--- src/rtl/bscan_pkg.sv ---
package bscan_pkg;
  typedef enum logic [1:0] {
    SRCH_ZERO = 2'b00,
    SRCH_ONE  = 2'b01,
    SRCH_CHG  = 2'b10,
    SRCH_RSV  = 2'b11
  } srch_mode_e;
endpackage

--- src/rtl/bscan_prep.sv ---
// Turns operand and search kind into a vector whose highest set bit is the match.
module bscan_prep
  import bscan_pkg::*;
#(
  parameter int DATA_W = 32
) (
  input  logic [DATA_W-1:0] op,
  input  logic [1:0]        mode,
  output logic [DATA_W-1:0] vec
);
  always_comb begin
    case (srch_mode_e'(mode))
      SRCH_ZERO: vec = ~op;
      SRCH_ONE:  vec = op;
      // change point: compare each bit with the top bit; the top bit itself drops out
      default:   vec = op ^ {DATA_W{op[DATA_W-1]}};
    endcase
  end
endmodule

--- src/rtl/bscan_lzc.sv ---
// Grouped leading-one counter: per-group priority encoders, then a group select.
module bscan_lzc #(
  parameter int DATA_W = 32,
  parameter int GRP_W  = 8,
  localparam int CNT_W = $clog2(DATA_W) + 1
) (
  input  logic [DATA_W-1:0] vec,
  output logic [CNT_W-1:0]  cnt,
  output logic              none
);
  localparam int NGRP = DATA_W / GRP_W;
  localparam int GW   = $clog2(GRP_W);

  logic [NGRP-1:0] grp_any;
  logic [GW-1:0]   grp_cnt [NGRP];

  for (genvar g = 0; g < NGRP; g++) begin : g_grp
    logic [GRP_W-1:0] bits;
    logic [GW-1:0]    lc;
    assign bits = vec[g*GRP_W +: GRP_W];
    always_comb begin
      lc = '0;
      for (int i = 0; i < GRP_W; i++) begin
        if (bits[i]) lc = GW'(GRP_W - 1 - i);
      end
    end
    assign grp_any[g] = |bits;
    assign grp_cnt[g] = lc;
  end

  always_comb begin
    cnt  = CNT_W'(DATA_W);
    none = 1'b1;
    for (int g = 0; g < NGRP; g++) begin
      if (grp_any[g]) begin
        cnt  = CNT_W'((NGRP - 1 - g) * GRP_W) + CNT_W'(grp_cnt[g]);
        none = 1'b0;
      end
    end
  end
endmodule

--- src/rtl/bit_scan_unit.sv ---
module bit_scan_unit #(
  parameter int DATA_W = 32,
  parameter int GRP_W  = 8,
  localparam int CNT_W = $clog2(DATA_W) + 1
) (
  input  logic              clk,
  input  logic              rst,
  input  logic              wr_en,
  input  logic [DATA_W-1:0] wr_data,
  input  logic [1:0]        wr_mode,
  output logic [CNT_W-1:0]  res_pos,
  output logic              res_none
);
  logic [DATA_W-1:0] srch_vec;
  logic [CNT_W-1:0]  cnt_nxt;
  logic              none_nxt;

  bscan_prep #(.DATA_W(DATA_W)) u_prep (
    .op   (wr_data),
    .mode (wr_mode),
    .vec  (srch_vec)
  );

  bscan_lzc #(.DATA_W(DATA_W), .GRP_W(GRP_W)) u_lzc (
    .vec  (srch_vec),
    .cnt  (cnt_nxt),
    .none (none_nxt)
  );

  always_ff @(posedge clk) begin
    if (rst) begin
      res_pos  <= CNT_W'(DATA_W);
      res_none <= 1'b1;
    end else if (wr_en) begin
      res_pos  <= cnt_nxt;
      res_none <= none_nxt;
    end
  end
endmodule

--- config.mk ---
export PLATFORM = sky130hd
export DESIGN_NAME = bit_scan_unit
export DESIGN_NICKNAME = d
export VERILOG_FILES = /design/src/rtl/bscan_pkg.sv /design/src/rtl/bscan_prep.sv /design/src/rtl/bscan_lzc.sv /design/src/rtl/bit_scan_unit.sv
export SDC_FILE = /design/constraint.sdc
export NUM_CORES = 1
export LEC_CHECK = 0
export BUFFER_PORTS_ARGS = -buffer_cell sky130_fd_sc_hd__buf_4
export CORE_UTILIZATION = 45
export CTS_BUF_LIST = sky130_fd_sc_hd__clkbuf_8
export DETAILED_ROUTE_END_ITERATION = 8
export PLACE_DENSITY = 0.78
export SLEW_MARGIN = 20
export SYNTH_ARGS = -nofsm -noshare
export SYNTH_HDL_FRONTEND = slang
export SYNTH_SLANG_ARGS = --single-unit
--- constraint.sdc ---
create_clock -name clk -period 1.67 [get_ports clk]
set_input_delay 0.2505 -clock clk [delete_from_list [all_inputs] [get_ports clk]]
set_output_delay 0.2505 -clock clk [all_outputs]
set_load 0.005 [all_outputs]
# == Word level (Yosys, flattened, before mapping) ==
# Index checks and enable logic that the tools add are counted.
# word_totals
regBits,7
in_bits,37
out_inout_bits,7
elab_cells,54
# classes
addsub,3
n_eq_ne,1
mux,41
bitwise_logic,2
n_reduce_logical,5
# ops
operator,count
$mux W3,32
$pmux W32 S2,1
$not A32 Y32,1
$reduce_or A8 Y1,4
$xor A32 B32 Y32,1
$mux W6,4
$add A5 B3 Y6 const A,2
$add A4 B3 Y5 const A,1
$mux W1,4
$eq A2 B1 Y1 const B,1
$logic_not A2 Y1,1

# == Depth between registers and ports, before layout ==
# Gate-level depths: netlist of run 1.
# logic_depth
depth_word,15
ltp_mapped,7

# == Modules after synthesis ==
# A second synthesis of run 1 with hierarchy kept.
# hier_totals
hier_cells,126
hier_area_um2,1059.8
# by_module_without_submodules
module,n_inst,cells_each,area_per_inst_um2,seq_area_each_um2
bscan_lzc,1,66,426.7,0.0
bscan_prep,1,38,382.9,0.0
bit_scan_unit,1,22,250.2,140.1

# == Worst setup path before layout of run 1 ==
# No wires, ideal clock.
# synth_timing
path_type,input port to flip-flop
from,input wr_data[28]
to,register res_pos[0]
setup_ns,0.088
t_arrival_ns,1.503
required_time_ns,1.582
slack_ns,0.079
stages,5
n_path_buf,0
path_cell_list,or3_1 -> or3_4 -> a22oi_4 -> o211ai_1 -> a311oi_2
# synth_between
elab_chain_cells,7
word_cells_on_any_way,9
# synth_lines
item,line,rtl
from (decl),bit_scan_unit.sv:9,"input logic [DATA_W-1:0] wr_data,"
$xor A32 B32 Y32 or $not A32 Y32 (tied branches),"bscan_prep.sv:16, bscan_prep.sv:13",
$pmux W32 S2 *,bscan_prep.sv:12,case (srch_mode_e'(mode))
$mux W3 (4 in series),bscan_lzc.sv:24,if (bits[i]) lc = GW'(GRP_W - 1 - i);
$mux W6 *,bscan_lzc.sv:35,if (grp_any[g]) begin
to (signal assigned),bit_scan_unit.sv:32,res_pos <= CNT_W'(DATA_W);
to (signal assigned),bit_scan_unit.sv:35,res_pos <= cnt_nxt;
to (decl),bit_scan_unit.sv:11,"output logic [CNT_W-1:0] res_pos,"
# Mark *: on every way between the ends. The rest lies on a longest branch, timed or not.
# A chain may end at the register's enable or synchronous reset.

# == Worst setup path after layout of run 1 ==
# layout_timing
from,input wr_mode[1]
to,register res_pos[1]
# layout_between
elab_chain_cells,15
word_cells_on_any_way,46
# layout_lines
item,line,rtl
from (decl),bit_scan_unit.sv:10,"input logic [1:0] wr_mode,"
$eq A2 B1 Y1 or $logic_not A2 Y1 (tied branches),bscan_prep.sv:12,
$pmux W32 S2 *,bscan_prep.sv:12,
$mux W3 (8 in series),bscan_lzc.sv:24,
$add A5 B3 Y6,bscan_lzc.sv:36,cnt = CNT_W'((NGRP - 1 - g) * GRP_W) + CNT_W'(grp_cnt[g]);
$mux W6 (3 in series),bscan_lzc.sv:35,
$mux W6 *,bscan_lzc.sv:35,
# Marked as above.

==> results.rst, run 1 <==
.. list-table::
   :header-rows: 1

   * - Metric
     - Value
   * - Final net count
     - 279
   * - Grt ovf
     - 0
   * - Vias in the first global route
     - 1518
   * - Final setup slack of the worst path
     - 54.8 ps
   * - Clock tree from TritonCTS
     - done
   * - Fraction of synthesized area in multiplexers
     - 0.00926
   * - Initial antenna violation count
     - 0
   * - Fill cell count
     - 176
   * - Number of antenna diodes
     - 0
   * - Fraction of power consumed by sequential logic
     - 0.209
   * - Layout cell share with drive strength beyond 1
     - 0.400
   * - Count of buffers inserted at the top-level ports
     - 43
   * - Post-synth EDFFs
     - 0
   * - Routed via count
     - 1626
   * - Part of the Yosys area used for sequential elements
     - 0.111
   * - Starting density of the core
     - 0.484
   * - Total CTS buffers
     - 3
   * - Worst clock skew
     - 0 ps
   * - Minimum clock period
     - 1620 ps
   * - Synth async-reset ratio
     - 0
   * - Post-Synthesis Net Count
     - 195
   * - Xor/xnor share of the synthesized area
     - 0
   * - Area fraction in compound gates after synthesis
     - 0.412
   * - Number of hold buffers added after CTS
     - 0
   * - Status
     - finished clean
   * - Top cell type by total area after synthesis
     - sky130_fd_sc_hd__dfxtp_1
   * - Predominant post-synthesis flop cell
     - sky130_fd_sc_hd__dfxtp_1
   * - Combinational family with the most area after synthesis
     - simple AND/OR/NAND/NOR gates
   * - Slew Viols, Final
     - 0
   * - Depth of the CTS H-tree
     - 1
   * - Netlist area before placement
     - 1080 um2
   * - Area of the placeable core
     - 2230 um2
   * - Die extent in x
     - 51.0 um
   * - Maximum number of pins on one net before global-route repair
     - 14
   * - Area share of and/or/nand/nor cells after synthesis
     - 0.414
   * - Total power per unit cell area
     - 411 nW/um2
   * - Count of different cell masters after synthesis
     - 50
   * - Period Utilization, post-route
     - 0.967
   * - Maximum clock insertion buffer count
     - 2
   * - Standard-cell row count
     - 17
   * - Min-delay worst type
     - in2reg
   * - Cell with the largest stage delay on the worst path
     - sky130_fd_sc_hd__or3_1
   * - Top-area cell type share of the netlist area
     - 0.111
   * - Detailed-router iteration count before antenna repair
     - 4
   * - Final weighted congestion of routability-driven global placement
     - 0.883
   * - Average routed wire per standard cell
     - 14.2 um
   * - HPWL after detailed placement
     - 3090 um
   * - Startpoint-to-endpoint class of the critical path
     - in2reg
   * - Max Cap Viol
     - 0
   * - Arrival time reported for the critical path endpoint
     - 1720 ps
   * - Synth area leaders
     - sky130_fd_sc_hd__dfxtp_1 (11%), sky130_fd_sc_hd__a21oi_1 (6.5%), sky130_fd_sc_hd__nand2_1 (4.9%), sky130_fd_sc_hd__o21ai_0 (4.6%), sky130_fd_sc_hd__nand2b_1 (4.1%)
   * - Wire length of the first global-routing pass
     - 6200 um
   * - Number of nets with antenna violations after routing
     - 0
   * - Endpoint required time on the critical path
     - 1780 ps
   * - Routed via count divided by cell count
     - 6.07
   * - Max stage delay on crit path
     - 470 ps
   * - GRT Util Overall
     - 0.303
   * - Residual DRC count
     - 0
   * - Cell count after synthesis
     - 158
   * - Leakage dissipation
     - 0.773 nW
   * - Max IR drop VDD
     - 558 uV
   * - Critical path capture point type
     - flip-flop
   * - Die Height
     - 51.0 um
   * - Clock Latency Late Sink
     - 220 ps
   * - Total Die Area
     - 2600 um2
   * - Area overhead of the layout relative to synthesis
     - 64.6%
   * - Number of hold-slack violations in the final timing report
     - 0
   * - Setup violations, final
     - 0
   * - Arithmetic-cell share of the synthesized area counting full adders, half adders and majority gates
     - 0
   * - Power dissipated by switching net loads
     - 236 uW
   * - Clock sink count
     - 6
   * - Top fanout value on the critical path
     - 5
   * - Relative max-transition margin
     - 0.752
   * - Pin slew with the least headroom to its limit
     - 363 ps
   * - Combinational share of power
     - 0.490
   * - Clk network pwr share
     - 0.301
   * - Violation count after the first detailed-route iteration
     - 87
   * - Achievable clock frequency
     - 619 MHz
   * - List of cells traversed by the critical path
     - buf_4 > and2b_4 > or3_1 > o211ai_1 > o31ai_2 > a31oi_1 > o22ai_1
   * - Switching Fraction
     - 0.322
   * - Flip-flop and latch count after synthesis
     - 6
   * - Average cell area after synthesis
     - 6.84 um2
   * - Startpoint type of the worst setup path
     - primary input
   * - Setup Buffers After CTS
     - 0
   * - Pint
     - 495 uW
   * - Clock root cell
     - sky130_fd_sc_hd__clkbuf_8
   * - Count of warnings emitted by yosys
     - 0
   * - Post-place setup slack
     - -149 ps
   * - Worst hold margin
     - 252 ps
   * - WL final
     - 3800 um
   * - Clock transition at the register clock pins on the worst setup and hold paths after CTS
     - 40 ps
   * - Boundary pin count
     - 44
   * - Leading cell types by count after synthesis
     - sky130_fd_sc_hd__a21oi_1 (14), sky130_fd_sc_hd__nand2_1 (14), sky130_fd_sc_hd__nor2_1 (11), sky130_fd_sc_hd__o21ai_0 (10), sky130_fd_sc_hd__inv_1 (9)
==> placed cells by master, fill, tap and decap left out, types with 2 or more instances in the layout <==
cell / netlist / routed
sky130_fd_sc_hd__dfxtp_1: 6 / 6
sky130_fd_sc_hd__o211ai_1: 4 / 4
sky130_fd_sc_hd__or3_1: 6 / 6
sky130_fd_sc_hd__o31ai_1: 3 / 2
sky130_fd_sc_hd__a31oi_1: 4 / 4
sky130_fd_sc_hd__and4_1: 2 / 2
sky130_fd_sc_hd__a32oi_1: 2 / 2
sky130_fd_sc_hd__o221ai_1: 2 / 2
sky130_fd_sc_hd__nand2b_1: 7 / 7
sky130_fd_sc_hd__and2b_4: 2 / 2
sky130_fd_sc_hd__o22ai_1: 2 / 2
sky130_fd_sc_hd__buf_12: 0 / 2
sky130_fd_sc_hd__o21bai_1: 2 / 2
sky130_fd_sc_hd__nand2_1: 14 / 14
sky130_fd_sc_hd__a21boi_1: 2 / 2
sky130_fd_sc_hd__nand3_1: 5 / 5
sky130_fd_sc_hd__and3_1: 2 / 2
sky130_fd_sc_hd__a2111oi_0: 2 / 2
sky130_fd_sc_hd__o21ai_0: 10 / 10
sky130_fd_sc_hd__a41oi_1: 2 / 2
sky130_fd_sc_hd__buf_4: 1 / 80
sky130_fd_sc_hd__inv_1: 9 / 9
sky130_fd_sc_hd__nor2b_1: 3 / 3
sky130_fd_sc_hd__nor2_1: 11 / 11
sky130_fd_sc_hd__nand4_1: 6 / 6
sky130_fd_sc_hd__nor4_1: 7 / 7
sky130_fd_sc_hd__clkbuf_8: 0 / 3
sky130_fd_sc_hd__or4_1: 3 / 3
sky130_fd_sc_hd__nand3b_1: 3 / 3
sky130_fd_sc_hd__a21oi_1: 14 / 14
==> power groups by stage <==
stage                     logic, mW  clock network (mW)  registers, mW
after floorplan               0.129                   0          0.155
final                         0.359               0.220          0.153
after CTS                     0.350               0.225          0.153
after detailed placement      0.349                   0          0.155
after global routing          0.389               0.231          0.154
after global placement        0.334                   0          0.155
==> sequential cells by signal, summed over array words and instances, names as in the netlist <==
| signal | count |
|---|---|
| res_pos | 5 |
| res_none | 1 |
==> per-layer routing <==
metal	track usage	part of all wire	up-vias
met2	0.581	0.52	73
li1	-	-	795
met3	0.0536	0.061	4
met5	0	0	-
met1	0.359	0.42	754
met4	0.0185	0.0029	0
==> worst paths after layout <==
check / startpoint / end / slack [ps] / cells past startpoint
max reg2reg: res_pos[1] / res_pos[1] / 540 / 4
min reg2reg: res_pos[2] / res_pos[2] / 470 / 2
min: rst / res_pos[0] / 250 / 2
max: wr_mode[1] / res_pos[1] / 50 / 7
==> worst max-delay path: cells and delay by family <==
kind            cells  cell delay (ps)
compound gates      4              680
simple gates        2              670
buf+inv             1              100
==> cell type report <==
class / count / area (um2) / area share
clock buffers: 3 / 41.3 / 0.0232
flip-flops and latches: 6 / 120 / 0.0675
multi-input cells: 140 / 908 / 0.511
inverters: 9 / 33.8 / 0.0190
well taps: 28 / 35.0 / 0.0197
repair buffers: 82 / 641 / 0.360
==> stage by stage <==
step	std cells	TNS, ps	power (mW)	utilization	instance area (um2)
6_report	268	0	0.731	0.797	1780
5_1_grt	268	-53.2	0.773	0.797	1780
4_1_cts	268	0	0.727	0.794	1770
3_5_place_dp	265	-598	0.503	0.776	1730
3_3_place_gp	265	-296	0.489	0.776	1730
2_1_floorplan	158	0	0.284	-	1080
==> what timing repair did <==
action                     4_1_cts  5_1_grt
hold endpoints to repair         0        0
setup endpoints to repair        0        1
resized for setup                0        1
==> cells by family after synthesis <==
logic type,after synthesis
buffers and inverters,12
flip-flops,6
AND/OR/NAND/NOR,77
multiplexers,1
AO/OA/AOI/OAI,62
Power figures use the tool's default switching activity.
==> inputs of run 2 (changes only) <==
- CORE_ASPECT_RATIO: unset -> 0.75
==> results.rst, run 2 (synthesis results as in run 1) <==
.. list-table::
   :header-rows: 1

   * - Metric
     - Value
   * - Status
     - finished clean
   * - Setup violations, final
     - 0
   * - Die Height
     - 44.4 um
   * - Endpoint required time on the critical path
     - 1770 ps
   * - Average routed wire per standard cell
     - 15.2 um
   * - Register ranked first by flip-flop count
     - res_pos
   * - Area of the multi-input gates
     - 930 um2
   * - Startpoint type of the worst setup path
     - primary input
   * - GRT Util Overall
     - 0.325
   * - Max stage delay on crit path
     - 370 ps
   * - Residual DRC count
     - 0
   * - List of cells traversed by the critical path
     - buf_4 > or3_1 > or3_4 > a21boi_2 > o31ai_2 > a31oi_1 > o22ai_1
   * - Violation count after the first detailed-route iteration
     - 119
   * - Routed via count
     - 1687
   * - Arrival time reported for the critical path endpoint
     - 1710 ps
   * - Min-delay worst type
     - in2reg
   * - Highest-count cells in the layout ignoring fill and taps
     - sky130_fd_sc_hd__buf_4 (79), sky130_fd_sc_hd__a21oi_1 (14), sky130_fd_sc_hd__nand2_1 (13)
   * - Standard-cell row count
     - 14
   * - Count of buffers inserted at the top-level ports
     - 43
   * - Die extent in x
     - 58.6 um
   * - Leading cell type in the layout, fill and taps excluded
     - sky130_fd_sc_hd__buf_4
   * - Minimum clock period
     - 1610 ps
   * - Post-layout instance area
     - 1760 um2
   * - Number of nets with antenna violations after routing
     - 0
   * - Clock tree from TritonCTS
     - done
   * - Relative max-transition margin
     - 0.717
   * - RSZ-0062 raised after global routing
     - false
   * - Startpoint-to-endpoint class of the critical path
     - in2reg
   * - Layout cell share with drive strength beyond 1
     - 0.414
   * - HPWL after detailed placement
     - 3210 um
   * - Total CTS buffers
     - 3
   * - Starting density of the core
     - 0.506
   * - Grt ovf
     - 0
   * - Sequential cell area
     - 120 um2
   * - Clock transition at the register clock pins on the worst setup and hold paths after CTS
     - 40 ps
   * - Clock Latency Late Sink
     - 220 ps
   * - Total power per unit cell area
     - 415 nW/um2
   * - WL final
     - 4090 um
   * - Achievable clock frequency
     - 621 MHz
   * - Top fanout value on the critical path
     - 3
   * - Max Cap Viol
     - 0
   * - Setup Buffers After CTS
     - 0
   * - Max IR drop VDD
     - 221 uV
   * - Wire length of the first global-routing pass
     - 6560 um
   * - Final net count
     - 276
   * - Critical path capture point type
     - flip-flop
   * - Final weighted congestion of routability-driven global placement
     - 0.935
   * - Biggest registers after layout
     - res_pos: 5 flops, res_none: 1 flops
   * - Worst clock skew
     - 0 ps
   * - Area post-placement
     - 1690 um2
   * - Number of flip-flops in the largest register
     - 5
   * - Routed via count divided by cell count
     - 6.27
   * - Number of instances resized during post-cts repair
     - 1
   * - Clock root cell
     - sky130_fd_sc_hd__clkbuf_8
   * - Pin slew with the least headroom to its limit
     - 421 ps
   * - Area of the placeable core
     - 2140 um2
   * - Maximum number of pins on one net before global-route repair
     - 14
   * - End-of-flow core utilization
     - 0.823
   * - Fill cell count
     - 149
   * - Vias in the first global route
     - 1583
   * - Boundary pin count
     - 44
   * - Initial antenna violation count
     - 0
   * - Area overhead of the layout relative to synthesis
     - 62.6%
   * - Number of hold-slack violations in the final timing report
     - 0
   * - Clock sink count
     - 6
   * - Slew Viols, Final
     - 0
   * - Leakage dissipation
     - 0.753 nW
   * - Detailed-router iteration count before antenna repair
     - 5
   * - Cell with the largest stage delay on the worst path
     - sky130_fd_sc_hd__or3_1
   * - Depth of the CTS H-tree
     - 1
   * - Number of hold buffers added after CTS
     - 0
   * - Maximum clock insertion buffer count
     - 2
   * - Total Die Area
     - 2600 um2
   * - Worst hold margin
     - 264 ps
   * - Period Utilization, post-route
     - 0.964
   * - Number of antenna diodes
     - 0
run 2: cell types whose count changed in the layout (fill, tap and decap cells not counted), sizes merged:
cell  previous run  this run
buf             82        79
run 2: metal layers:
| layer | GRT usage | vias up | part of all wire |
|---|---|---|---|
| met5 | 0 | - | 0 |
| met4 | 0.143 | 0 | 0.026 |
| met3 | 0.0643 | 20 | 0.090 |
| met2 | 0.595 | 107 | 0.47 |
| met1 | 0.371 | 766 | 0.41 |
| li1 | - | 794 | - |
run 2: worst max-delay path, delay by kind of cell:
kind,cells,cell delay [ps]
AO/OA/AOI/OAI,4,610
buffers and inverters,1,110
AND/OR/NAND/NOR,2,740
run 2: area by class of cell:
class                      instances  share of cell area
inverter                           9              0.0192
clock buffer                       3              0.0235
tap                               32              0.0228
sequential                         6              0.0683
timing repair buffer              79               0.337
multi-input combinational        140               0.529
run 2: power breakdown:
group	internal, mW	total (mW)	leakage [nW]	switching, mW
registers	0.150	0.153	0.0490	0.00394
logic	0.184	0.357	0.682	0.173
clock network	0.155	0.218	0.0216	0.0634
run 2: final timing paths:
| path | slack [ps] | from | cells past startpoint | to |
|---|---|---|---|---|
| max | 60 | wr_data[28] | 7 | res_pos[1] |
| min | 260 | rst | 2 | res_pos[0] |
| max reg2reg | 570 | res_pos[1] | 4 | res_pos[1] |
| min reg2reg | 480 | res_pos[3] | 2 | res_pos[3] |
run 2: metrics by stage:
| step | total power, mW | setup slack, ps | instances | setup TNS [ps] |
|---|---|---|---|---|
| final | 0.729 | 60.4 | 269 | 0 |
| after global routing | 0.771 | 2.19 | 269 | 0 |
| after CTS | 0.717 | 37.1 | 269 | 0 |
| after detailed placement | 0.494 | -240 | 266 | -795 |
| after global placement | 0.477 | -167 | 266 | -541 |
| after floorplan | 0.284 | 78.9 | 158 | 0 |
==> inputs of run 3 (changes only) <==
- REMOVE_ABC_BUFFERS: unset -> 1
==> results.rst, run 3 (synthesis results as in run 1) <==
.. list-table::
   :header-rows: 1

   * - Metric
     - Value
   * - Violated checks
     - setup timing
   * - Biggest registers after layout
     - res_pos: 5 flops, res_none: 1 flops
   * - Total design power
     - 734 uW
   * - End-of-flow core utilization
     - 0.824
   * - Fin cells
     - 270
   * - Number of flip-flops in the largest register
     - 5
   * - Min-delay worst type
     - in2reg
   * - Setup violations, final
     - 1
   * - Clock transition at the register clock pins on the worst setup and hold paths after CTS
     - 40 ps
   * - Pin slew with the least headroom to its limit
     - 396 ps
   * - Number of nets with antenna violations after routing
     - 0
   * - Vias in the first global route
     - 1574
   * - HPWL after detailed placement
     - 3310 um
   * - Endpoint required time on the critical path
     - 1790 ps
   * - Layout cell share with drive strength beyond 1
     - 0.408
   * - Worst hold margin
     - 245 ps
   * - Slew Viols, Final
     - 0
   * - Total power per unit cell area
     - 417 nW/um2
   * - Fill cell count
     - 147
   * - Clock Latency Late Sink
     - 220 ps
   * - Number of hold-slack violations in the final timing report
     - 0
   * - Final weighted congestion of routability-driven global placement
     - 0.910
   * - Maximum number of pins on one net before global-route repair
     - 14
   * - Highest-count cells in the layout ignoring fill and taps
     - sky130_fd_sc_hd__buf_4 (80), sky130_fd_sc_hd__nand2_1 (14), sky130_fd_sc_hd__a21oi_1 (13)
   * - Violation count after the first detailed-route iteration
     - 131
   * - Routed via count divided by cell count
     - 6.41
   * - Wire length of the first global-routing pass
     - 6840 um
   * - Residual DRC count
     - 0
   * - Total Die Area
     - 2600 um2
   * - Leakage dissipation
     - 0.765 nW
   * - Standard-cell row count
     - 14
   * - Depth of the CTS H-tree
     - 1
   * - Initial antenna violation count
     - 0
   * - Period Utilization, post-route
     - 1.02
   * - Final setup slack of the worst path
     - -25.5 ps
   * - Max IR drop VDD
     - 227 uV
   * - Total CTS buffers
     - 3
   * - Number of cells in the design after placement
     - 267
   * - Minimum clock period
     - 1700 ps
   * - Routed via count
     - 1730
   * - Clock root cell
     - sky130_fd_sc_hd__clkbuf_8
   * - Average routed wire per standard cell
     - 16.1 um
   * - Leading cell type in the layout, fill and taps excluded
     - sky130_fd_sc_hd__buf_4
   * - Register ranked first by flip-flop count
     - res_pos
   * - Count of buffers inserted at the top-level ports
     - 43
   * - Worst clock skew
     - 0 ps
   * - Top fanout value on the critical path
     - 5
   * - Die extent in x
     - 58.6 um
   * - Max Cap Viol
     - 0
   * - Final sum of negative setup slack
     - -25.5 ps
   * - Clock tree from TritonCTS
     - done
   * - Area of the placeable core
     - 2140 um2
   * - Startpoint type of the worst setup path
     - primary input
   * - Status
     - finished, violations left
   * - WL final
     - 4340 um
   * - Die Height
     - 44.4 um
   * - Startpoint-to-endpoint class of the critical path
     - in2reg
   * - Maximum clock insertion buffer count
     - 2
   * - Detailed-router iteration count before antenna repair
     - 5
   * - GRT Util Overall
     - 0.345
   * - Starting density of the core
     - 0.506
   * - Area overhead of the layout relative to synthesis
     - 63.0%
   * - Grt ovf
     - 0
   * - Arrival time reported for the critical path endpoint
     - 1820 ps
   * - Number of antenna diodes
     - 0
   * - Boundary pin count
     - 44
   * - RSZ-0062 raised after global routing
     - true
   * - Clock sink count
     - 6
   * - Relative max-transition margin
     - 0.736
   * - Final net count
     - 277
   * - Critical path capture point type
     - flip-flop
   * - Achievable clock frequency
     - 590 MHz
[run 3: worst paths after layout]
check | startpoint | end | slack, ps | cells past startpoint
setup / recovery | wr_data[31] | res_pos[0] | -30 | 7
hold reg to reg | res_pos[2] | res_pos[2] | 470 | 2
setup reg to reg | res_pos[1] | res_pos[1] | 420 | 4
hold / removal | rst | res_pos[3] | 250 | 2
[run 3: through the flow]
step	worst slack (ps)	area (um2)
final	-25.5	1760
after global routing	-113	1760
after CTS	2.71	1750
after detailed placement	-201	1700
after global placement	-212	1700
after floorplan	79.0	1060
[run 3: per-layer routing]
metal / up-vias / part of all wire / track usage
li1: 798 / - / -
met1: 757 / 0.38 / 0.395
met2: 142 / 0.47 / 0.630
met3: 33 / 0.10 / 0.0702
met4: 0 / 0.044 / 0.148
met5: - / 0 / 0
[run 3: what timing repair did]
| item | CTS | global route |
|---|---|---|
| hold buffers | 0 | 0 |
| buffers inserted | 0 | 0 |
| endpoints found under the setup margin | 2 | 3 |
| gates resized for setup | 2 | 3 |
| pin swaps | 0 | 2 |
[run 3: layout make-up]
class / count / area (um2) / share of cell area
multi-input combinational: 140 / 926 / 0.526
timing repair buffer: 80 / 601 / 0.341
sequential: 6 / 120 / 0.0682
clock buffer: 3 / 41.3 / 0.0234
tap: 32 / 40.0 / 0.0227
inverter: 9 / 33.8 / 0.0192
[run 3: where the power goes]
group	total, mW	leakage (nW)	internal [mW]	switching (mW)
Combinational	0.359	0.695	0.183	0.176
Clock	0.222	0.0216	0.155	0.0665
Sequential	0.154	0.0490	0.150	0.00430
[run 3: critical path, cell delays in order]
cell                        delay [ps]
sky130_fd_sc_hd__buf_4             120
sky130_fd_sc_hd__nand2b_1          230
sky130_fd_sc_hd__nand2_1           230
sky130_fd_sc_hd__nand3b_1          160
sky130_fd_sc_hd__a2111oi_2         410
sky130_fd_sc_hd__o211ai_1          140
sky130_fd_sc_hd__a311oi_2          290
